$ cat config.mk
export PLATFORM = sky130hd
export DESIGN_NAME = cp_rule_updater
export DESIGN_NICKNAME = d
export VERILOG_FILES = /design/src/rtl/cp_pkg.sv /design/src/rtl/cp_rank.sv /design/src/rtl/cp_recombine.sv /design/src/rtl/cp_rule_updater.sv
export SDC_FILE = /design/constraint.sdc
export NUM_CORES = 1
export LEC_CHECK = 0
export BUFFER_PORTS_ARGS = -buffer_cell sky130_fd_sc_hd__buf_2
export CAP_MARGIN = 20
export CELL_PAD_IN_SITES_DETAIL_PLACEMENT = 1
export CELL_PAD_IN_SITES_GLOBAL_PLACEMENT = 2
export CORE_UTILIZATION = 43
export DETAILED_ROUTE_END_ITERATION = 16
export GPL_TIMING_DRIVEN = 0
export PLACE_DENSITY_LB_ADDON = 0.1
export SYNTH_ARGS = -nofsm -noshare
export SYNTH_HDL_FRONTEND = slang
export SYNTH_SLANG_ARGS = --single-unit
$ cat constraint.sdc
create_clock -name clk -period 6.65 [get_ports clk]
set_clock_uncertainty 0.05 [all_clocks]
set_input_delay 0.665 -clock clk [delete_from_list [all_inputs] [get_ports clk]]
set_output_delay 0.665 -clock clk [all_outputs]
set_load 0.005 [all_outputs]
$ cat src/rtl/cp_pkg.sv
package cp_pkg;

    localparam int RULE_IN = 3;
    localparam int RULE_W  = 1 << RULE_IN;
    localparam int SEL_W   = RULE_IN;
    localparam int LFSR_W  = 16;

    typedef enum logic [1:0] {
        ST_IDLE   = 2'd0,
        ST_RUN    = 2'd1,
        ST_COMMIT = 2'd2
    } state_e;

    typedef enum logic [1:0] {
        SEL_RULE = 2'd0,
        SEL_FIT  = 2'd1,
        SEL_NBRA = 2'd2,
        SEL_NBRB = 2'd3
    } table_e;

    function automatic logic [LFSR_W-1:0] lfsr_step(input logic [LFSR_W-1:0] s);
        return {s[LFSR_W-2:0], s[15] ^ s[13] ^ s[12] ^ s[10]};
    endfunction

endpackage

$ cat src/rtl/cp_rank.sv
module cp_rank #(
    parameter int FIT_W  = 8,
    parameter int IDX_W  = 3,
    parameter int RULE_W = 8
) (
    input  logic [FIT_W-1:0]  own_fit,
    input  logic [FIT_W-1:0]  fit_a,
    input  logic [FIT_W-1:0]  fit_b,
    input  logic [IDX_W-1:0]  idx_a,
    input  logic [IDX_W-1:0]  idx_b,
    input  logic [RULE_W-1:0] rule_a,
    input  logic [RULE_W-1:0] rule_b,
    output logic [1:0]        fitter_cnt,
    output logic [RULE_W-1:0] best_rule,
    output logic [RULE_W-1:0] other_rule
);

    logic a_up, b_up, a_first;

    always_comb begin
        a_up       = fit_a > own_fit;
        b_up       = fit_b > own_fit;
        fitter_cnt = {1'b0, a_up} + {1'b0, b_up};
        a_first    = (fit_a > fit_b) || ((fit_a == fit_b) && (idx_a <= idx_b));
        best_rule  = rule_a;
        other_rule = rule_b;
        if (fitter_cnt == 2'd1) begin
            best_rule  = a_up ? rule_a : rule_b;
            other_rule = best_rule;
        end else if (fitter_cnt == 2'd2 && !a_first) begin
            best_rule  = rule_b;
            other_rule = rule_a;
        end
    end

endmodule

$ cat src/rtl/cp_recombine.sv
module cp_recombine #(
    parameter int RULE_W = 8,
    parameter int SEL_W  = 3
) (
    input  logic [RULE_W-1:0] own_rule,
    input  logic [RULE_W-1:0] best_rule,
    input  logic [RULE_W-1:0] other_rule,
    input  logic [1:0]        fitter_cnt,
    input  logic [SEL_W-1:0]  cut,
    input  logic [SEL_W-1:0]  flip,
    output logic [RULE_W-1:0] new_rule
);

    logic [RULE_W-1:0] mixed;

    for (genvar b = 0; b < RULE_W; b++) begin : g_bit
        always_comb begin
            mixed[b] = ((fitter_cnt == 2'd2) && (cut > SEL_W'(b))) ? other_rule[b] : best_rule[b];
            if (fitter_cnt == 2'd0)
                new_rule[b] = own_rule[b];
            else
                new_rule[b] = mixed[b] ^ (flip == SEL_W'(b));
        end
    end

endmodule

$ cat src/rtl/cp_rule_updater.sv
module cp_rule_updater #(
    parameter int          NODES = 8,
    parameter int          FIT_W = 8,
    parameter logic [15:0] SEED  = 16'hACE1,
    localparam int IDX_W  = (NODES > 1) ? $clog2(NODES) : 1,
    localparam int RULE_W = cp_pkg::RULE_W,
    localparam int DATA_W = (FIT_W > RULE_W) ? FIT_W : RULE_W
) (
    input  logic              clk,
    input  logic              rst_n,
    input  logic              start,
    input  logic              init_mode,
    output logic              busy,
    output logic              done,
    input  logic              cfg_we,
    input  logic [1:0]        cfg_sel,
    input  logic [IDX_W-1:0]  cfg_addr,
    input  logic [DATA_W-1:0] cfg_wdata,
    input  logic [IDX_W-1:0]  rd_addr,
    output logic [RULE_W-1:0] rd_rule,
    output logic [FIT_W-1:0]  rd_fit,
    output logic [IDX_W-1:0]  rd_nbr_a,
    output logic [IDX_W-1:0]  rd_nbr_b
);
    import cp_pkg::*;

    typedef struct packed {
        state_e                        st;
        logic [IDX_W-1:0]              idx;
        logic                          init;
        logic                          done;
        logic [LFSR_W-1:0]             lfsr;
        logic [NODES-1:0][RULE_W-1:0]  rule;
        logic [NODES-1:0][RULE_W-1:0]  nxt;
        logic [NODES-1:0][FIT_W-1:0]   fit;
        logic [NODES-1:0][IDX_W-1:0]   na;
        logic [NODES-1:0][IDX_W-1:0]   nb;
    } regs_t;

    regs_t d, q;

    logic [1:0]        cnt;
    logic [RULE_W-1:0] best_rule, other_rule, eval_rule;
    logic [IDX_W-1:0]  cur_a, cur_b;

    assign cur_a = q.na[q.idx];
    assign cur_b = q.nb[q.idx];

    cp_rank #(.FIT_W(FIT_W), .IDX_W(IDX_W), .RULE_W(RULE_W)) u_rank (
        .own_fit    (q.fit[q.idx]),
        .fit_a      (q.fit[cur_a]),
        .fit_b      (q.fit[cur_b]),
        .idx_a      (cur_a),
        .idx_b      (cur_b),
        .rule_a     (q.rule[cur_a]),
        .rule_b     (q.rule[cur_b]),
        .fitter_cnt (cnt),
        .best_rule  (best_rule),
        .other_rule (other_rule)
    );

    cp_recombine #(.RULE_W(RULE_W), .SEL_W(SEL_W)) u_recombine (
        .own_rule   (q.rule[q.idx]),
        .best_rule  (best_rule),
        .other_rule (other_rule),
        .fitter_cnt (cnt),
        .cut        (q.lfsr[SEL_W-1:0]),
        .flip       (q.lfsr[2*SEL_W-1:SEL_W]),
        .new_rule   (eval_rule)
    );

    always_comb begin
        d      = q;
        d.done = 1'b0;
        case (q.st)
            ST_IDLE: begin
                if (cfg_we) begin
                    case (table_e'(cfg_sel))
                        SEL_RULE: d.rule[cfg_addr] = cfg_wdata[RULE_W-1:0];
                        SEL_FIT:  d.fit[cfg_addr]  = cfg_wdata[FIT_W-1:0];
                        SEL_NBRA: d.na[cfg_addr]   = cfg_wdata[IDX_W-1:0];
                        default:  d.nb[cfg_addr]   = cfg_wdata[IDX_W-1:0];
                    endcase
                end
                if (start) begin
                    d.st   = ST_RUN;
                    d.idx  = '0;
                    d.init = init_mode;
                end
            end
            ST_RUN: begin
                d.nxt[q.idx] = q.init ? q.lfsr[RULE_W-1:0] : eval_rule;
                d.lfsr       = lfsr_step(q.lfsr);
                if (q.idx == IDX_W'(NODES - 1))
                    d.st = ST_COMMIT;
                else
                    d.idx = q.idx + 1'b1;
            end
            ST_COMMIT: begin
                d.rule = q.nxt;
                d.st   = ST_IDLE;
                d.done = 1'b1;
            end
            default: d.st = ST_IDLE;
        endcase
    end

    always_ff @(posedge clk or negedge rst_n) begin
        if (!rst_n) begin
            q      <= '0;
            q.lfsr <= SEED;
        end else begin
            q <= d;
        end
    end

    assign busy     = (q.st != ST_IDLE);
    assign done     = q.done;
    assign rd_rule  = q.rule[rd_addr];
    assign rd_fit   = q.fit[rd_addr];
    assign rd_nbr_a = q.na[rd_addr];
    assign rd_nbr_b = q.nb[rd_addr];


    done_pulse_chk: assert property (@(posedge clk) disable iff (!rst_n)
        done |=> !done);


    start_busy_chk: assert property (@(posedge clk) disable iff (!rst_n)
        (!busy && start) |=> busy);


    keep_rule_chk: assert property (@(posedge clk) disable iff (!rst_n)
        (q.st == ST_RUN && !q.init && cnt == 2'd0)
        |=> (q.nxt[$past(q.idx)] == $past(q.rule[q.idx])));


    rule_hold_chk: assert property (@(posedge clk) disable iff (!rst_n)
        (q.st != ST_COMMIT && !(q.st == ST_IDLE && cfg_we && cfg_sel == 2'd0))
        |=> $stable(q.rule));


    lfsr_live_chk: assert property (@(posedge clk) disable iff (!rst_n)
        q.lfsr != '0);

endmodule

==> impl_metrics.tcl <==
set metrics [dict create \
    outcome "finished, final reports clean" \
    grt_use_total 0.329 \
    start_util 0.438 \
    worst_r2r_path_depth 26 \
    place_area_um2 18000 \
    cts_buffers 30 \
    drc 0 \
    switching_share 0.492 \
    hold_viol_final 0 \
    ys_async_sr_fraction 1.00 \
    dp_hpwl_um 47600 \
    placed_cells 2195 \
    synth_top_area_frac 0.375 \
    wirelength_um 65300 \
    drv_cap 0 \
    slowest_delay_ps 570 \
    total_power_uw 11900 \
    die_y_um 201 \
    cts_tree "built" \
    synth_ff_type "dfrtp_1" \
    dieArea_um2 40400 \
    syn_avg_cell_area_um2 10.5 \
    maxSlewHeadroom 0.267 \
    seq_area_frac_synth 0.387 \
    syn_to_final_growth_pct 13.8 \
    final_cell_count_no_fill 2254 \
    avgViaCountPerCell 6.19 \
    syn_nets 1676 \
    synthMuxAreaShare 0.331 \
    required_ps 7080 \
    min_period_ps 6360 \
    synth_top_family_by_area "multiplexers" \
    worstMarginPinSlew_ps 1090 \
    place_congestion 0.914 \
    ios 45 \
    start_kind "flop" \
    ys_seq_elements 263 \
    drive_above_1_share 0.253 \
    clock-root-buffer "clkbuf_16" \
    ir_drop_uv 347 \
    synth_compound_area_frac 0.0953 \
    synthTopCellsByArea "dfrtp_1, mux2_2, mux4_2" \
    crit_type "reg2reg" \
    syn_inst 1624 \
    final_nets 1765 \
    overflow 0 \
    synth_xor_area_frac 0.00412 \
    numPortBuffers 39 \
    avgRoutedWirePerCell_um 29.0 \
    cts_buffer_depth 3 \
    grt_pass1_wl_um 98700 \
    ant_nets 0 \
    synth_enable_flop_cells 0 \
    antenna_found_initial 1 \
    rows 72 \
    worstSetupEndpointType "flop" \
    vias 13956 \
    insertion_delay_ps 600 \
    grt_max_degree 120 \
    clock.fmax_ghz 0.157 \
    synth_cell_types 63 \
    hold_class "in2reg" \
    post-route-period-util 0.956 \
    leakagePower_uw 0.00854 \
    drt_first_pass_iters 6 \
    cts_sinks 263 \
    cp_slowest_cell "mux4_2" \
    whs_path_depth 2 \
    clk_pin_slew_ps 60 \
    p_comb_frac 0.622 \
    rsz0062_at_grt "false" \
    grt_pass1_vias 14831 \
    synth_warnings 0 \
    powerDensity_nw_per_um2 612 \
    final_max_slew_viol_count 0 \
    drt_iter0_drc 1170 \
    synth-adder-area-share 0.0228 \
    p_int_uw 6030 \
    critical_path_arrival_ps 6790 \
    core_um2 38800 \
    yosysTopAreaCell "dfrtp_1" \
    power.share.clock 0.148 \
    yosys.area_share.simple 0.124 \
    netSwitchingPower_uw 5830 \
    n_antenna_cell 0 \
    syn_area_um2 17000 \
    crit_fanout 10 \
    p_seq_frac 0.230 \
    design_area_um2 19400 \
    cts_max_level 1 \
    die_w_um 201 \
    setup_viol 0 \
]
==> power groups by stage <==
| stage | clock [uW] | sequential, uW | combinational (uW) |
|---|---|---|---|
| floorplan | 0 | 2450 | 4220 |
| global placement | 0 | 2680 | 6380 |
| detailed placement | 0 | 2720 | 6610 |
| CTS | 1780 | 2700 | 7220 |
| global route | 1840 | 2780 | 7840 |
| finish | 1760 | 2730 | 7370 |
==> flip-flops by register name, summed over array words and instances (netlist names) <==
signal and count:
done 1, q 262
==> worst max-delay path: cells and delay by family (launching register included) <==
family	cells	cell delay, ps
buffers and inverters	6	1270
flip-flops	1	370
adder cells (fa/ha/maj)	2	600
AO/OA/AOI/OAI	9	1590
multiplexers	6	1810
AND/OR/NAND/NOR	3	520
==> layer usage <==
| layer | vias up | wire length [um] | track usage |
|---|---|---|---|
| met3 | 155 | 2980 | 0.0383 |
| li1 | 6119 | - | - |
| met1 | 7246 | 27300 | 0.429 |
| met5 | - | 0 | 0 |
| met4 | 0 | 3540 | 0.165 |
| met2 | 436 | 31500 | 0.542 |
==> layout make-up <==
class,count,area [um2]
plain buffers,116,577
clock buffers,44,883
repair buffers,63,500
clock inverters,11,149
inverters,23,90.1
fillers,4265,19500
well taps,518,648
flip-flops and latches,263,6590
multi-input cells,1216,9920
==> logic make-up after synthesis <==
logic type | count (synthesis)
AND/OR/NAND/NOR | 475
buffers and inverters | 145
adder cells (fa/ha/maj) | 31
AO/OA/AOI/OAI | 268
flip-flops | 263
multiplexers | 434
XOR/XNOR | 8
==> synthesized netlist by cell type (3+ instances only) <==
cell type,count
nor3_1,9
buf_2,12
ha_1,31
xnor2_1,8
nand3_1,53
inv_2,3
o21ai_0,100
and3_1,8
dfrtp_1,255
a31oi_1,19
dfstp_2,8
a21o_1,3
o211ai_1,3
clkbuf_1,84
inv_1,20
buf_1,18
a21oi_1,63
buf_4,3
nor3b_1,3
mux4_2,85
or3_1,3
o21a_1,3
mux2i_1,175
nand2b_1,13
o31ai_1,27
nor2_1,69
nor2b_1,12
a311oi_1,5
and2_1,20
a211oi_1,26
nand2_1,258
buf_6,4
mux2_2,171
or2_2,5
nand4_1,9
==> layout by cell type, fill, tap and decap left out, drive strengths merged, types with 3 or more instances in the layout <==
master    instances
xnor2             8
mux2i           177
ha               31
a21o              3
nor3b             3
o211ai            3
nor2b            12
clkinvlp          4
or2               5
buf              94
dfrtp           255
a31oi            19
a311oi            5
nand3            53
o21ai           101
nor2             69
dfstp             8
and3              8
o31ai            28
nand2b           13
inv              22
bufinv            3
mux4             85
clkinv            5
a211oi           26
nand2           258
nor3              9
a21oi            63
nand4             9
clkbuf          126
o21a              3
or3               3
and2             21
mux2            172
==> per-stage QoR <==
stage / setup TNS, ps / setup WS (ps) / hold slack [ps] / util
after floorplan: 0 / 929 / 319 / -
after global placement: -74590 / -2050 / 397 / 0.460
after detailed placement: -65680 / -1560 / 401 / 0.465
after CTS: 0 / 45.2 / 282 / 0.497
after global routing: 0 / 7.92 / 296 / 0.499
final: 0 / 290 / 291 / 0.499
==> final timing paths <==
path                           start     end  slack, ps
max                           q[258]  q[133]        290
min                        init_mode  q[257]        290
max reg2reg                   q[258]  q[133]        290
min reg2reg                   q[251]  q[251]        410
max in group asynchronous      rst_n  q[185]       5120
min in group asynchronous      rst_n   q[43]        510
==> what timing repair did <==
item,4_1_cts,5_1_grt
setup endpoints to repair,64,64
setup buffers,5,0
endpoints found under the hold margin,33,0
resized for setup,44,23
hold buffers,1,0
pin swaps,3,1
(Power assumes the default switching activity.)
